### src/rtl/ptw_pkg.sv
// Package: shared walk state encoding and entry field positions.
// Assumes entries are one word with the valid flag in the lowest bit.
package ptw_pkg;
    typedef enum logic [2:0] {
        ST_IDLE,
        ST_RD_OUTER,
        ST_RD_INNER,
        ST_DONE,
        ST_FAULT
    } walk_state_t;

    localparam int ENTRY_VALID_BIT = 0;
    localparam int ENTRY_SIZE_LOG2 = 2;
endpackage

### src/rtl/ptw_base_reg.sv
// Outer-table base register. A write lands only when wr_allow is high.
// Assumes the owner raises wr_allow exclusively while no walk is running.
module ptw_base_reg #(
    parameter int W = 32
) (
    input  logic         clk,
    input  logic         rst_n,
    input  logic         wr_en,
    input  logic         wr_allow,
    input  logic [W-1:0] wr_data,
    output logic [W-1:0] base_q
);
    // Hold the base; accept a write only when allowed.
    always_ff @(posedge clk) begin
        if (!rst_n)
            base_q <= '0;
        else if (wr_en && wr_allow)
            base_q <= wr_data;
    end

    // base is frozen across any cycle in which writes are not allowed
    a_r9_base_frozen_busy: assert property (@(posedge clk) disable iff (!rst_n)
        !wr_allow |=> $stable(base_q));
endmodule

### src/rtl/ptw_index_addr.sv
// Entry address generator: table base plus index scaled by the entry size.
// Assumes the base is aligned so the sum does not wrap.
module ptw_index_addr #(
    parameter int ADDR_W    = 32,
    parameter int IDX_W     = 10,
    parameter int SIZE_LOG2 = 2
) (
    input  logic [ADDR_W-1:0] table_base,
    input  logic [IDX_W-1:0]  index,
    output logic [ADDR_W-1:0] entry_addr
);
    localparam int PAD_W = ADDR_W - IDX_W - SIZE_LOG2;

    logic [ADDR_W-1:0] scaled;

    // Scale the index into a byte offset and add it to the base.
    always_comb begin
        scaled     = {{PAD_W{1'b0}}, index, {SIZE_LOG2{1'b0}}};
        entry_addr = table_base + scaled;
    end
endmodule

### src/rtl/ptw_two_level.sv
// Two-level page table walker. It takes one virtual address and reads the
// outer entry, then the inner entry, and returns the physical address or a fault.
// Assumes memory answers each single-cycle request with exactly one
// response pulse, no earlier than the cycle after the request.
module ptw_two_level #(
    parameter int VA_W  = 32,
    parameter int PA_W  = 32,
    parameter int OFF_W = 12,
    parameter int IDX_W = 10
) (
    input  logic            clk,
    input  logic            rst_n,
    input  logic            base_wr_en,
    input  logic [PA_W-1:0] base_wr_data,
    input  logic            req_valid,
    input  logic [VA_W-1:0] req_vaddr,
    output logic            req_ready,
    output logic            mem_req,
    output logic [PA_W-1:0] mem_addr,
    input  logic            mem_rsp_valid,
    input  logic [PA_W-1:0] mem_rsp_data,
    output logic            done,
    output logic            fault,
    output logic [PA_W-1:0] paddr,
    output logic [VA_W-1:0] fault_vaddr
);
    import ptw_pkg::*;

    localparam int FRAME_W   = PA_W - OFF_W;
    localparam int OUTER_LSB = OFF_W + IDX_W;

    walk_state_t       st_q, st_d;
    logic [VA_W-1:0]   va_q;
    logic [PA_W-1:0]   inner_base_q;
    logic [PA_W-1:0]   paddr_q;
    logic [VA_W-1:0]   fva_q;
    logic              issued_q;
    logic [PA_W-1:0]   base_q;
    logic [PA_W-1:0]   outer_addr, inner_addr;
    logic [IDX_W-1:0]  outer_idx, inner_idx;
    logic              rsp_take, entry_ok, in_read, accept;

    assign outer_idx = va_q[OUTER_LSB +: IDX_W];
    assign inner_idx = va_q[OFF_W +: IDX_W];
    assign in_read   = (st_q == ST_RD_OUTER) || (st_q == ST_RD_INNER);
    assign rsp_take  = mem_rsp_valid && issued_q && in_read;
    assign entry_ok  = mem_rsp_data[ENTRY_VALID_BIT];
    assign accept    = req_valid && req_ready;

    assign req_ready   = (st_q == ST_IDLE);
    assign mem_req     = in_read && !issued_q;
    assign mem_addr    = (st_q == ST_RD_INNER) ? inner_addr : outer_addr;
    assign done        = (st_q == ST_DONE) || (st_q == ST_FAULT);
    assign fault       = (st_q == ST_FAULT);
    assign paddr       = paddr_q;
    assign fault_vaddr = fva_q;

    ptw_base_reg #(.W(PA_W)) u_base (
        .clk      (clk),
        .rst_n    (rst_n),
        .wr_en    (base_wr_en),
        .wr_allow (req_ready),
        .wr_data  (base_wr_data),
        .base_q   (base_q)
    );

    ptw_index_addr #(.ADDR_W(PA_W), .IDX_W(IDX_W), .SIZE_LOG2(ENTRY_SIZE_LOG2)) u_outer_addr (
        .table_base (base_q),
        .index      (outer_idx),
        .entry_addr (outer_addr)
    );

    ptw_index_addr #(.ADDR_W(PA_W), .IDX_W(IDX_W), .SIZE_LOG2(ENTRY_SIZE_LOG2)) u_inner_addr (
        .table_base (inner_base_q),
        .index      (inner_idx),
        .entry_addr (inner_addr)
    );

    // Next-state selection for the walk sequence.
    always_comb begin
        st_d = st_q;
        unique case (st_q)
            ST_IDLE:     if (accept) st_d = ST_RD_OUTER;
            ST_RD_OUTER: if (rsp_take) st_d = entry_ok ? ST_RD_INNER : ST_FAULT;
            ST_RD_INNER: if (rsp_take) st_d = entry_ok ? ST_DONE : ST_FAULT;
            ST_DONE:     st_d = ST_IDLE;
            ST_FAULT:    st_d = ST_IDLE;
            default:     st_d = ST_IDLE;
        endcase
    end

    // State, request tracking and result registers.
    always_ff @(posedge clk) begin
        if (!rst_n) begin
            st_q         <= ST_IDLE;
            va_q         <= '0;
            inner_base_q <= '0;
            paddr_q      <= '0;
            fva_q        <= '0;
            issued_q     <= 1'b0;
        end else begin
            st_q <= st_d;
            if (accept)
                va_q <= req_vaddr;
            if (mem_req)
                issued_q <= 1'b1;
            else if (rsp_take)
                issued_q <= 1'b0;
            if (rsp_take && !entry_ok)
                fva_q <= va_q;
            if (rsp_take && entry_ok && st_q == ST_RD_OUTER)
                inner_base_q <= {mem_rsp_data[PA_W-1:OFF_W], {OFF_W{1'b0}}};
            if (rsp_take && entry_ok && st_q == ST_RD_INNER)
                paddr_q <= {mem_rsp_data[PA_W-1 -: FRAME_W], va_q[OFF_W-1:0]};
        end
    end

    // no memory request while idle
    a_r10_no_req_idle: assert property (@(posedge clk) disable iff (!rst_n)
        req_ready |-> !mem_req);
    // each request is a single-cycle pulse
    a_r10_req_pulse: assert property (@(posedge clk) disable iff (!rst_n)
        mem_req |=> !mem_req);
    // done lasts one cycle and the walker is ready next
    a_r11_done_pulse: assert property (@(posedge clk) disable iff (!rst_n)
        done |=> (!done && req_ready));
    // a fault is always reported with done
    a_r6_fault_with_done: assert property (@(posedge clk) disable iff (!rst_n)
        fault |-> done);
    // the fault address moves only when a fault is reported
    a_r8_fva_only_on_fault: assert property (@(posedge clk) disable iff (!rst_n)
        !$stable(fault_vaddr) |-> fault);
    // ready stays low once a request was taken
    a_r2_busy_after_accept: assert property (@(posedge clk) disable iff (!rst_n)
        (req_valid && req_ready) |=> !req_ready);
endmodule

### config.mk
export PLATFORM = sky130hd
export DESIGN_NAME = ptw_two_level
export DESIGN_NICKNAME = d
export VERILOG_FILES = /design/src/rtl/ptw_pkg.sv /design/src/rtl/ptw_base_reg.sv /design/src/rtl/ptw_index_addr.sv /design/src/rtl/ptw_two_level.sv
export SDC_FILE = /design/constraint.sdc
export NUM_CORES = 1
export LEC_CHECK = 0
export ABC_CLOCK_PERIOD_IN_PS = 5100
export BUFFER_PORTS_ARGS = -buffer_cell sky130_fd_sc_hd__buf_4
export CELL_PAD_IN_SITES_DETAIL_PLACEMENT = 1
export CELL_PAD_IN_SITES_GLOBAL_PLACEMENT = 1
export CORE_MARGIN = 2
export CORE_UTILIZATION = 40
export DETAILED_ROUTE_END_ITERATION = 6
export MAX_ROUTING_LAYER = met4
export PLACE_DENSITY_LB_ADDON = 0.1
export SLEW_MARGIN = 30
export SYNTH_ARGS = -nofsm -noshare
export SYNTH_HDL_FRONTEND = slang
export SYNTH_SLANG_ARGS = --single-unit
### constraint.sdc
create_clock -name clk -period 5.1 [get_ports clk]
set_input_delay 1.02 -clock clk [delete_from_list [all_inputs] [get_ports clk]]
set_output_delay 1.02 -clock clk [all_outputs]
set_load 0.01 [all_outputs]
==> flow_results.org, run 1 <==
** Setup path
- Along the worst path, the maximum fanout reaches 7.
- STA puts the critical path data required time at 4.08 ns.
- STA classifies the critical path startpoint as a register.
- Kind of end point of the critical path :: output pin
- Worst setup path class :: register to output pin
- For the worst setup path, the data arrival time is 2.85 ns.

** STA
- Min setup slack post-route :: 1.23 ns
- Across the routed clock network, the largest skew measured is 0.00609 ns.
- Setup violations remaining at the end of the flow were counted as 0.
- Number of pins exceeding their max-slew limit in the final report :: 0
- Shortest period the worst path allows :: 3.87 ns
- After routing, the total negative slack on setup checks comes to 0 ns.
- Setup repair after global routing left no endpoint under its margin.
- The final hold violation count was 0.
- Based on the critical path, the design can be clocked at up to 0.258 GHz.
- Worst slew margin :: 41.6%
- For the pin with the worst max-slew slack, the measured transition is 0.869 ns.
- Dividing the final minimum period by the clock period gives 76.0%.

** Layout
- P&R area growth vs syn :: 32.3%
- After the last flow step, the layout net total stands at 1139.
- Of the cells placed in the final design, the portion with a size suffix greater than 1 is 23.7%.
- 0 antenna diodes ended up in the layout.
- The top cell types in the final layout, fill and taps aside, are 335 x sky130_fd_sc_hd__nand2_1, 196 x sky130_fd_sc_hd__buf_4, 152 x sky130_fd_sc_hd__dfxtp_1.
- Number of fill cells :: 2067
- Most frequent standard cell in the layout excluding fill and tap cells :: sky130_fd_sc_hd__nand2_1

** Placed design
- The count of buffers added on input and output ports is 189.
- Weighted congestion at the end of routability-driven global placement :: 0.811
- At the placement stage, the worst setup path has a slack of 1.73 ns.
- Half-perimeter wire length after detailed placement :: 14.3 mm

** Power
- Of the total power, combinational logic draws 10.6%.
- Maximum VDD drop :: 247 uV
- Dividing total power by cell area gives a power density of 324 nW/um^2.
- Of the total power, the clock network draws 46.0%.
- Per report_power, the sequential group accounts for 43.3% of the total.
- Switching fraction of total power :: 24.9%
- Power Internal :: 0.00219 W
- The analysis attributes to net switching a power of 0.000727 W.
- Power, Total :: 0.00291 W
- Reported leakage power :: 3.60 nW

** CTS
- The clock tree synthesis step divided the H-tree into 4 levels.
- Maximum root-to-sink buffer count :: 2
- For this design, the sink count on the clock tree is 152.
- Insertion delay of the later-clocked pin in the worst-skew pair :: 0.43 ns
- TritonCTS clock tree :: yes
- Cts hold-fix bufs :: 0
- The tree is rooted in a sky130_fd_sc_hd__clkbuf_16.
- After clock tree synthesis, the clock-pin slew on the worst setup and hold paths is 0.06 ns.
- Total clock buffers created by CTS :: 17
- # resized after CTS :: 0
- Once the clock tree was built, the setup fixing pass inserted 0 buffers.

** Synthesis
- In this run, synthesis produced a sequential element count of 152.
- Number of enable-type register cells in the synthesized netlist :: 0
- Most used flip-flop cell after synthesis :: sky130_fd_sc_hd__dfxtp_1
- Counting flops with an async set or reset pin after synthesis yields a share of 0%.
- Area fraction in and, or, nand and nor cells after synthesis :: 24.8%
- Dividing the synthesized area by the synthesized cell count gives 7.84 sq um.
- Syn_nets :: 978
- Cell area after technology mapping :: 6790 sq um
- Area share of the leading cell type in the synthesized netlist :: 44.8%
- Leading post-synthesis cells by cell area :: sky130_fd_sc_hd__dfxtp_1 45%, sky130_fd_sc_hd__nand2_1 19%, sky130_fd_sc_hd__a21boi_0 15%, sky130_fd_sc_hd__xnor2_1 2.7%, sky130_fd_sc_hd__clkbuf_1 2.4%
- Sequential cells were found to cover 44.8% of the synthesized design area.
- Cells after Synth :: 866
- Post-synthesis adder-cell area fraction :: 2.14%
- The synthesized netlist devotes 20.7% of its cell area to compound gates.
- During synthesis, Yosys emitted a total of 0 warnings.
- Of all cell types, the one taking the most synthesized area is sky130_fd_sc_hd__dfxtp_1.
- Combinational family with the most area after synthesis :: simple AND/OR/NAND/NOR gates
- The synthesized netlist devotes 3.61% of its cell area to XOR and XNOR gates.
- Counting distinct cell types in the post-synthesis netlist gives 42.
- Mux contribution to synthesized area :: 0.166%

** Die
- Number of ports placed on the die boundary :: 201
- Die area :: 18000 sq um
- Initial Utilization :: 40.9%
- Die H :: 134 microns
- Total core area :: 16600 sq um
- Die Width :: 134 microns
- In this run the core area contains 47 standard-cell rows.

** Routing
- Count of TritonRoute iterations in the first routing pass :: 4
- WL final :: 20.5 mm
- Number of vias in the routed layout :: 6221
- Number of design-rule violations left by the first detailed-router iteration :: 288
- Mean routed wirelength per cell :: 16.2 microns
- Vias per Instance :: 4.94
- The count of nets left with antenna violations once routing finished came out at 0.
- DRC violations left :: 0

** GRT
- The initial antenna violation count is 0.
- Sum of overflow across all layers after global routing :: 0
- The number of global-route vias before repair was 6560.
- Entering global routing, the biggest net connects 118 pins.
- Global routing used 23.9% of the available tracks across all layers.
- The first global-routing pass estimated 33.2 mm of wire.

** Outcome
- The flow ran to the end, and the final reports show no timing, DRC or antenna violations.

** Run
- Max-cap violations in this run came to 0.

** Hold path
- Worst hold path class :: register to register
==> path summary, 6_finish.rpt <==
path                   from          endpoint  slack [ns]  cells after the start
setup / recovery   va_q[22]      mem_addr[24]        1.23                     10
hold / removal    paddr[16]         paddr[16]        0.45                      2
setup reg to reg    st_q[2]  u_base.base_q[2]        2.84                      4
hold reg to reg   paddr[16]         paddr[16]        0.45                      2
==> Yosys cell counts, drive strengths merged, types with 6 or more instances <==
cell and number:
a21oi 19, nor2 33, ha 10, inv 9
clkbuf 44, o21ai 20, nand3 11, nor3 6
nand2 336, xnor2 21, xor2 7, a21boi 148
buf 11, dfxtp 152
==> state kept, by name, indices dropped and copies added (netlist names) <==
name and flops:
fault_vaddr 32, paddr 32, u_base.base_q 32, va_q 32, inner_base_q 20, st_q 3
issued_q 1
==> layer usage <==
layer | routed length, microns | track usage (%)
met5 | 0 | -
met4 | 323 | 6.90
met3 | 1280 | 7.22
met2 | 9830 | 39.3
met1 | 9020 | 28.4
==> stage by stage <==
step / std cells / utilization [%] / hold WS (ns) / cell area (sq um)
floorplan: 866 / - / 0.439 / 6790
global placement: 1228 / 50.3 / 0.443 / 8340
detailed placement: 1228 / 50.3 / 0.446 / 8340
CTS: 1260 / 54.1 / 0.456 / 8970
global route: 1260 / 54.1 / 0.474 / 8980
finish: 1260 / 54.1 / 0.453 / 8980
==> cell families (layout without fill, tap and decap cells) <==
family                   count (synthesis)  count (layout)
buffers and inverters                   64             238
AO/OA/AOI/OAI                          199             199
XOR/XNOR                                28              28
flip-flops                             152             152
AND/OR/NAND/NOR                        411             411
multiplexers                             1               1
adder cells (fa/ha/maj)                 11              11
==> power by group through the flow <==
| stage | registers [W] | clock network (W) | logic (W) |
|---|---|---|---|
| 3_5_place_dp | 0.00129 | 0 | 0.000311 |
| 2_1_floorplan | 0.00128 | 0 | 0.000164 |
| 5_1_grt | 0.00127 | 0.00141 | 0.000344 |
| 6_report | 0.00126 | 0.00134 | 0.000310 |
| 3_3_place_gp | 0.00129 | 0 | 0.000307 |
| 4_1_cts | 0.00126 | 0.00137 | 0.000313 |
==> critical path: stages (launching register included) <==
cell	delay, ns
sky130_fd_sc_hd__dfxtp_1	0.33
sky130_fd_sc_hd__ha_1	0.22
sky130_fd_sc_hd__fa_1	0.41
sky130_fd_sc_hd__a21oi_1	0.23
sky130_fd_sc_hd__o22ai_1	0.16
sky130_fd_sc_hd__a211o_2	0.42
sky130_fd_sc_hd__nand2b_4	0.13
sky130_fd_sc_hd__nor2_1	0.06
sky130_fd_sc_hd__xnor2_1	0.19
sky130_fd_sc_hd__a21oi_1	0.10
sky130_fd_sc_hd__buf_4	0.18
==> area by class of cell <==
cell class                      count  area (sq um)  share of cell area, %
Multi-Input combinational cell    650          3510                   39.1
Timing Repair Buffer              197          1480                   16.5
Tap cell                          220           275                   3.07
Clock inverter                     12           164                   1.83
Clock buffer                       20           467                   5.20
Inverter                            9          33.8                  0.376
Sequential cell                   152          3040                   33.9
No activity file was read; power rests on OpenSTA's default activity.
==> run 2, diff against run 1 <==
--- a/config.mk
+++ b/config.mk
@@ -5,12 +5,12 @@
 export SDC_FILE = /design/constraint.sdc
 export NUM_CORES = 1
 export LEC_CHECK = 0
-export ABC_CLOCK_PERIOD_IN_PS = 5100
+export ABC_CLOCK_PERIOD_IN_PS = 3800
 export BUFFER_PORTS_ARGS = -buffer_cell sky130_fd_sc_hd__buf_4
 export CELL_PAD_IN_SITES_DETAIL_PLACEMENT = 1
 export CELL_PAD_IN_SITES_GLOBAL_PLACEMENT = 1
 export CORE_MARGIN = 2
-export CORE_UTILIZATION = 40
+export CORE_UTILIZATION = 37
 export DETAILED_ROUTE_END_ITERATION = 6
 export MAX_ROUTING_LAYER = met4
 export PLACE_DENSITY_LB_ADDON = 0.1
==> constraint.sdc (replaced) <==
create_clock -name clk -period 3.8 [get_ports clk]
set_input_delay 0.76 -clock clk [delete_from_list [all_inputs] [get_ports clk]]
set_output_delay 0.76 -clock clk [all_outputs]
set_load 0.01 [all_outputs]
==> run 2 against run 1 <==
Global-route usage shrank 2.0 points. Worst setup slack lost 1.0 ns. Power grew 31%. Sequential cell count is the same. Sequential power grew 34%. Final cell count grew 1.0%. Non-clock buffer count grew 4. Via count grew 0.68%. First-iteration DRC count grew 8.3%. Critical path depth is the same. Critical path type unchanged. Critical endpoint unchanged. Largest cell class unchanged. Highest routed layer unchanged.
==> flow_results.org, run 2 (same netlist as run 1, synthesis figures left out) <==
** STA
- Subtracting the final worst setup slack from the clock period gives 3.57 ns.
- The transition at the pin with the smallest max-transition slack is 0.749 ns (was 0.869 ns).
- Final sum of negative setup slack :: 0 ns (unchanged)
- The worst clock skew on the final layout was 0.0118 ns (was 0.00609 ns).
- Unrepaired setup endpoints after global routing: no (unchanged).
- Period utilisation layout :: 94.0%
- Number of pins exceeding their max-slew limit in the final report :: 0 (unchanged)
- Final Setup Violations :: 0 (unchanged)
- Derived from the worst setup path, the maximum achievable clock frequency is 0.280 GHz.
- The worst-case setup margin in the final layout is 0.229 ns (was 1.23 ns).
- Final hold violation count :: 0 (unchanged)
- The worst max-slew margin expressed relative to the limit was 50.0% (was 41.6%).

** CTS
- Number of clock sinks :: 152 (unchanged)
- Clock transition at the registers of the reported paths :: 0.07 ns (was 0.06 ns)
- Cts hold-fix bufs :: 0 (unchanged)
- The clock tree from TritonCTS is yes (unchanged).
- The later-pin clock latency in the skew report is 0.43 ns (about the same).
- The level count of the clock H-tree is 4 (unchanged).
- The number of gates resized after CTS came to 0 (unchanged).
- The total setup buffers inserted after CTS is 0 (unchanged).
- Clk root buf :: sky130_fd_sc_hd__clkbuf_16 (unchanged)
- The total clock buffers created by CTS came to 17 (unchanged).
- Maximum root-to-sink buffer count :: 2 (unchanged)

** Placed design
- The worst slack after detailed placement was 0.661 ns (was 1.73 ns).
- Half-perimeter wire length after detailed placement :: 14.6 mm (was 14.3 mm)
- Weighted congestion at the end of routability-driven global placement :: 0.791 (was 0.811)
- PortBufs :: 189 (unchanged)
- Number of placed cells counting well taps :: 1241 (was 1228)

** Routing
- The total length of routed met2 wires is 9.71 mm (was 9.83 mm).
- The violation count after the first detailed-route iteration came to 312 (was 288).
- The remaining number of nets flagged by the antenna check after routing came to 0 (unchanged).
- The wire length reported by the detailed router is 20.2 mm (was 20.5 mm).
- The detail-routed net length per standard cell is 15.9 microns (was 16.2 microns).
- The total iterations of the first detailed-routing run was 4 (unchanged).
- DRC violations left :: 0 (unchanged)
- Vias per Instance :: 4.92 (was 4.94)
- The routed length on met3 was 1.08 mm (was 1.28 mm).
- Uppermost signal routing layer after detailed routing :: met4 (unchanged)
- The routed via count was 6263 (was 6221).
- The met1 wire length is 9.18 mm (was 9.02 mm).

** Power
- Maximum VDD drop :: 327 uV (was 247 uV)
- P_sw :: 0.000977 W (was 0.000727 W)
- The static power due to leakage was 3.58 nW (was 3.60 nW).
- Clock network power share :: 44.7% (was 46.0%)
- Power per unit of standard cell area :: 425 nW/um^2 (was 324 nW/um^2)
- Power, Total :: 0.00381 W (was 0.00291 W)
- Power Internal :: 0.00284 W (was 0.00219 W)
- The share of total power consumed by net switching came to 25.6% (was 24.9%).
- The share of power burned in registers was 44.4% (was 43.3%).
- Combinational fraction of design power :: 10.9% (was 10.6%)

** Setup path
- The maximum fanout along the worst path is 7 (unchanged).
- The kind of end point of the critical path is an output pin (unchanged).
- Data required, critical path :: 3.04 ns (was 4.08 ns)
- Startpoint type of the worst setup path :: register (unchanged)
- Data arrival time of the critical path :: 2.81 ns (was 2.85 ns)
- The start-to-end type of the worst setup path is register to output pin (unchanged).

** Die
- Initial Utilization :: 37.8% (was 40.9%)
- Die H :: 139 microns (was 134 microns)
- Number of ports placed on the die boundary :: 201 (unchanged)
- Die area :: 19400 sq um (was 18000 sq um)
- The total number of placement rows was 49 (was 47).
- The die outline width was 139 microns (was 134 microns).
- The area of the placeable core came to 18000 sq um (was 16600 sq um).

** Outcome
- Outcome: complete, no violations (unchanged).

** Layout
- The fraction of layout cells with a size suffix above 1 was 23.5% (was 23.7%).
- Number of antenna diodes :: 0 (unchanged)
- Final non-filler cell total :: 1273 (was 1260)
- The layout-stage area growth over the synthesis result came to 32.2% (was 32.3%).
- The number of filler cells placed in the layout is 2221 (was 2067).
- Most used cells in the layout excluding fill and tap cells: 336 x sky130_fd_sc_hd__nand2_1, 201 x sky130_fd_sc_hd__buf_4, 152 x sky130_fd_sc_hd__dfxtp_1 (was 335 x sky130_fd_sc_hd__nand2_1, 196 x sky130_fd_sc_hd__buf_4, 152 x sky130_fd_sc_hd__dfxtp_1).
- Count of nets after finishing :: 1143 (was 1139)
- Most frequent standard cell in the layout excluding fill and tap cells :: sky130_fd_sc_hd__nand2_1 (unchanged)

** Run
- The number of max-capacitance violations reported is 0 (unchanged).

** Hold path
- Worst hold path class :: register to register (unchanged)

** GRT
- The largest net degree at the start of global routing is 81 (was 118).
- GRT Total Usage :: 22.0% (was 23.9%)
- Vias in the first global route :: 6392 (was 6560)
- Initial antenna violation count :: 0 (unchanged)
- The total congestion overflow came to 0 (unchanged).
- The global-route wire length before repair is 33.3 mm (was 33.2 mm).
run 2: changes by cell type in the layout (fill, tap and decap cells not counted), moves of 2 or more:
cell                         change
sky130_fd_sc_hd__clkbuf_1        +2
sky130_fd_sc_hd__clkbuf_8        -2
sky130_fd_sc_hd__clkinvlp_4      +3
sky130_fd_sc_hd__buf_4           +5
run 2: power by group through the flow:
stage               clock (W)  sequential [W]  combinational [W]
floorplan                   0         0.00171           0.000220
global placement            0         0.00173           0.000417
detailed placement          0         0.00173           0.000420
CTS                   0.00174         0.00169           0.000423
global route          0.00181         0.00170           0.000464
finish                0.00170         0.00169           0.000415
run 2: metrics by stage:
stage	instance area (sq um)	util, %	hold slack [ns]
finish	8970	49.9	0.454
global route	8970	49.9	0.468
CTS	8970	49.9	0.456
detailed placement	8380	46.7	0.446
global placement	8380	46.7	0.442
floorplan	6790	-	0.439
run 2: area by class of cell:
class	count	area (sq um)	share of cell area, %
clock inverters	12	145	1.62
inverters	9	33.8	0.377
clock buffers	20	447	4.98
multi-input cells	650	3510	39.1
repair buffers	201	1510	16.8
well taps	229	287	3.19
flip-flops and latches	152	3040	33.9
run 2: critical path: stages, from the launching register on:
cell and delay [ns]:
sky130_fd_sc_hd__dfxtp_1 0.33, sky130_fd_sc_hd__ha_1 0.23, sky130_fd_sc_hd__fa_1 0.41, sky130_fd_sc_hd__a21oi_1 0.21, sky130_fd_sc_hd__o22ai_1 0.16, sky130_fd_sc_hd__a211o_2 0.41
sky130_fd_sc_hd__nand2b_4 0.13, sky130_fd_sc_hd__nor2_1 0.06, sky130_fd_sc_hd__xnor2_1 0.18, sky130_fd_sc_hd__a21oi_1 0.10, sky130_fd_sc_hd__buf_4 0.18
run 2: per-layer routing:
layer  GRT usage [%]  vias to the layer above
met3            5.30                       20
met4            5.48                        0
met5               -                        -
met2            36.0                      122
li1                -                     3154
met1            27.4                     2967
run 2: worst paths after layout:
path / from / end / slack [ns] / cells after the start
setup reg to reg: st_q[2] / u_base.base_q[21] / 1.65 / 5
hold reg to reg: paddr[15] / paddr[15] / 0.45 / 2
hold / removal: paddr[15] / paddr[15] / 0.45 / 2
setup / recovery: u_base.base_q[2] / mem_addr[24] / 0.23 / 10
==> run 3, diff against run 2 <==
--- a/config.mk
+++ b/config.mk
@@ -5,13 +5,15 @@
 export SDC_FILE = /design/constraint.sdc
 export NUM_CORES = 1
 export LEC_CHECK = 0
+export ABC_AREA = 1
 export ABC_CLOCK_PERIOD_IN_PS = 3800
 export BUFFER_PORTS_ARGS = -buffer_cell sky130_fd_sc_hd__buf_4
 export CELL_PAD_IN_SITES_DETAIL_PLACEMENT = 1
 export CELL_PAD_IN_SITES_GLOBAL_PLACEMENT = 1
 export CORE_MARGIN = 2
-export CORE_UTILIZATION = 37
+export CORE_UTILIZATION = 36
 export DETAILED_ROUTE_END_ITERATION = 6
+export HOLD_SLACK_MARGIN = 0.15
 export MAX_ROUTING_LAYER = met4
 export PLACE_DENSITY_LB_ADDON = 0.1
 export SLEW_MARGIN = 30
==> run 3 against run 2 <==
Final area is 2.2% higher. Critical endpoint is now mem_addr[14]. First-iteration DRC count is 20% higher. Global-route usage is 2.7 points higher. Final cell count is 15% higher. Non-clock buffer count stayed put. Largest power group is now sequential cells. Clock-buffer cell count is 2 lower. Clock power is 4% lower. Critical path type unchanged.
==> flow_results.org, run 3 <==
** Outcome
- Outcome :: complete, no violations (unchanged)

** Synthesis
- The count of flip-flops with a built-in enable after synthesis came to 0 (unchanged).
- Leading post-synthesis cells by cell area: sky130_fd_sc_hd__dfxtp_1 43%, sky130_fd_sc_hd__nand2_1 13%, sky130_fd_sc_hd__nand3_1 10%, sky130_fd_sc_hd__a21oi_1 8.7%, sky130_fd_sc_hd__nor2_1 5.7% (was sky130_fd_sc_hd__dfxtp_1 45%, sky130_fd_sc_hd__nand2_1 19%, sky130_fd_sc_hd__a21boi_0 15%, sky130_fd_sc_hd__xnor2_1 2.7%, sky130_fd_sc_hd__clkbuf_1 2.4%).
- Cell type with the highest aggregate area in the netlist :: sky130_fd_sc_hd__dfxtp_1 (unchanged)
- Seq/Total Area, Yosys :: 43.3% (was 44.8%)
- The number of library cell types mapped by synthesis was 29 (was 42).
- Mean Syn Cell Area :: 6.83 sq um (was 7.84 sq um)
- Most common cell in the synthesized netlist :: sky130_fd_sc_hd__nand2_1 (unchanged)
- Cell area after technology mapping :: 7040 sq um (was 6790 sq um)
- The dominant synthesized flop cell is sky130_fd_sc_hd__dfxtp_1 (unchanged).
- Yosys warns :: 0 (unchanged)
- The net count of the mapped netlist was 1142 (was 978).
- The portion of synthesized cell area occupied by the leading cell type is 43.3% (was 44.8%).
- Synthesized flop and latch total :: 152 (unchanged)
- List of most frequent post-synthesis cells: 238 x sky130_fd_sc_hd__nand2_1, 152 x sky130_fd_sc_hd__dfxtp_1, 141 x sky130_fd_sc_hd__nand3_1 (was 336 x sky130_fd_sc_hd__nand2_1, 152 x sky130_fd_sc_hd__dfxtp_1, 138 x sky130_fd_sc_hd__a21boi_0).
- The post-synthesis instance total is 1030 (was 866).
- The share of flip-flops with an asynchronous set or reset is 0% (unchanged).

** Die
- The area of the placeable core came to 19300 sq um (was 18000 sq um).
- The die outline width was 144 microns (was 139 microns).
- Die area :: 20700 sq um (was 19400 sq um)
- The initial cell density of the core was 36.4% (was 37.8%).
- Number of ports placed on the die boundary :: 201 (unchanged)
- Number of rows in the core area :: 51 (was 49)
- The floorplan die height is 144 microns (was 139 microns).

** CTS
- The hold buffer count at cts came to 0 (unchanged).
- TritonCTS clock tree :: yes (unchanged)
- Clock transition at the registers of the reported paths :: 0.07 ns (about the same)
- Post CTS Setup Buffer Count :: 0 (unchanged)
- H-tree depth :: 4 (unchanged)
- Number of clock sinks :: 152 (unchanged)
- The later-pin clock latency in the skew report came to 0.42 ns (was 0.43 ns).
- Clk root buf :: sky130_fd_sc_hd__clkbuf_16 (unchanged)
- The maximum clock path buffer count came to 2 (unchanged).
- The number of gates resized after CTS came to 0 (unchanged).
- The total clock buffers created by CTS came to 17 (unchanged).

** Layout
- Proportion of layout cells with a drive suffix above 1 :: 20.5% (was 23.5%)
- The number of filler cells placed in the layout was 2493 (was 2221).
- The layout-stage area growth over the synthesis result came to 30.3% (was 32.2%).
- Most used cells in the layout excluding fill and tap cells: 238 x sky130_fd_sc_hd__nand2_1, 200 x sky130_fd_sc_hd__buf_4, 152 x sky130_fd_sc_hd__dfxtp_1 (was 336 x sky130_fd_sc_hd__nand2_1, 201 x sky130_fd_sc_hd__buf_4, 152 x sky130_fd_sc_hd__dfxtp_1).
- Most frequent standard cell in the layout excluding fill and tap cells :: sky130_fd_sc_hd__nand2_1 (unchanged)
- The number of antenna diodes was 0 (unchanged).
- Count of nets after finishing :: 1303 (was 1143)

** STA
- The maximum clock rate came to 0.289 GHz (was 0.280 GHz).
- The total count of max-transition violations in the final report came to 0 (unchanged).
- The final hold violation count is 0 (unchanged).
- Shortest period the worst path allows :: 3.46 ns (was 3.57 ns)
- Period utilisation layout :: 91.0% (was 94.0%)
- The worst max-slew margin expressed relative to the limit was 59.6% (was 50.0%).
- Setup clock skew after layout :: 0.00903 ns (was 0.0118 ns)
- Post-Route Hold Slack :: 0.460 ns (was 0.454 ns)
- Unrepaired setup endpoints after global routing :: no (unchanged)
- Final Setup Violations :: 0 (unchanged)
- The transition at the pin with the smallest max-transition slack came to 0.605 ns (was 0.749 ns).
- Final sum of negative setup slack :: 0 ns (unchanged)

** Hold path
- The number of cells traversed by the worst hold path was 2 (unchanged).
- The worst min-delay path class is register to register (unchanged).
- The hold path startpoint was inner_base_q[13] (was paddr[15]).

** Placed design
- The global placement routability congestion came to 0.847 (was 0.791).
- The quantity of I/O buffers inserted on ports is 189 (unchanged).
- The detailed-placement wirelength estimate came to 17.9 mm (was 14.6 mm).

** Setup path
- Critical path origin :: va_q[22] (was u_base.base_q[2])
- The maximum fanout along the worst path was 8 (was 7).
- The origin of the critical flop-to-flop path is st_q[1] (was st_q[2]).
- Worst setup path class :: register to output pin (unchanged)
- The arrival time at the worst endpoint came to 2.70 ns (was 2.81 ns).
- Worst r2r path cells :: 11 (was 5)
- The critical path launch point type was a register (unchanged).
- Kind of end point of the critical path :: output pin (unchanged)
- Data required, critical path :: 3.04 ns (about the same)

** GRT
- The number of global-route vias before repair is 7255 (was 6392).
- The global-route wire length before repair was 38.6 mm (was 33.3 mm).
- Initial antenna violation count :: 0 (unchanged)
- Maximum number of pins on one net before global-route repair :: 67 (was 81)
- GRT Total Usage :: 24.7% (was 22.0%)
- The total congestion overflow was 0 (unchanged).

** Power
- The static power due to leakage is 4.12 nW (was 3.58 nW).
- Maximum VDD drop :: 303 uV (was 327 uV)
- The power per unit of standard cell area is 446 nW/um^2 (was 425 nW/um^2).

** Routing
- The average vias per placed instance is 5.01 (was 4.92).
- Number of vias in the routed layout :: 7367 (was 6263)
- Number of design-rule violations left by the first detailed-router iteration :: 375 (was 312)
- The total iterations of the first detailed-routing run came to 5 (was 4).
- The detail-routed net length per standard cell was 16.6 microns (was 15.9 microns).
- Post-DRT Antenna Nets :: 0 (unchanged)
- The post-route DRC violation count is 0 (unchanged).
- The wire length reported by the detailed router was 24.4 mm (was 20.2 mm).

** Run
- Max Cap Violations :: 0 (unchanged)
## run 3: layout make-up
cell class	instances	area [sq um]	share of cell area, %
clock buffers	18	429	4.68
clock inverters	14	133	1.45
inverters	87	327	3.56
multi-input cells	732	3380	36.9
flip-flops and latches	152	3040	33.2
well taps	265	332	3.62
repair buffers	201	1520	16.6
## run 3: cells by family (layout without fill, tap and decap cells)
logic type	count (synthesis)	after routing	synth area share, %
fa+ha+maj	11	11	2.06
flops	152	152	43.3
buf+inv	146	320	8.64
simple gates	502	502	30.1
xor+xnor	5	5	0.622
compound gates	214	214	15.3
## run 3: per-stage QoR
stage,util (%),total power [W],setup WS (ns),cells,area [sq um]
floorplan,-,0.00216,1.26,1030,7040
global placement,44.5,0.00249,0.867,1437,8610
detailed placement,44.5,0.00250,0.800,1437,8610
CTS,47.4,0.00414,0.321,1469,9170
global route,47.4,0.00429,0.110,1469,9170
finish,47.4,0.00409,0.341,1469,9170
## run 3: worst paths after layout
kind / endpoint / slack [ns]
max: mem_addr[14] / 0.34
min: inner_base_q[13] / 0.46
max reg2reg: paddr[11] / 0.95
min reg2reg: inner_base_q[13] / 0.46
## run 3: power by group
| group | leakage, nW | internal (W) | switching [W] |
|---|---|---|---|
| clock network | 0.274 | 0.000866 | 0.000760 |
| registers | 1.24 | 0.00168 | 0.0000833 |
| logic | 2.61 | 0.000275 | 0.000430 |
## run 3: critical path: stages, from the launching register on
cell and delay, ns:
sky130_fd_sc_hd__dfxtp_1 0.33, sky130_fd_sc_hd__ha_1 0.26, sky130_fd_sc_hd__fa_1 0.46, sky130_fd_sc_hd__nand3_1 0.11
sky130_fd_sc_hd__nand3_1 0.16, sky130_fd_sc_hd__nand3_1 0.12, sky130_fd_sc_hd__nand3b_1 0.30, sky130_fd_sc_hd__nor2_1 0.19
sky130_fd_sc_hd__nor2_1 0.05, sky130_fd_sc_hd__nand2_1 0.06, sky130_fd_sc_hd__o21ai_0 0.08, sky130_fd_sc_hd__buf_4 0.16
## run 3: layer usage
layer | vias up | part of all wire [%] | GRT usage [%]
li1 | 3685 | - | -
met1 | 3508 | 46 | 32.0
met2 | 161 | 48 | 39.9
met3 | 13 | 5.4 | 5.46
met4 | 0 | 0.79 | 4.75
met5 | - | 0 | -
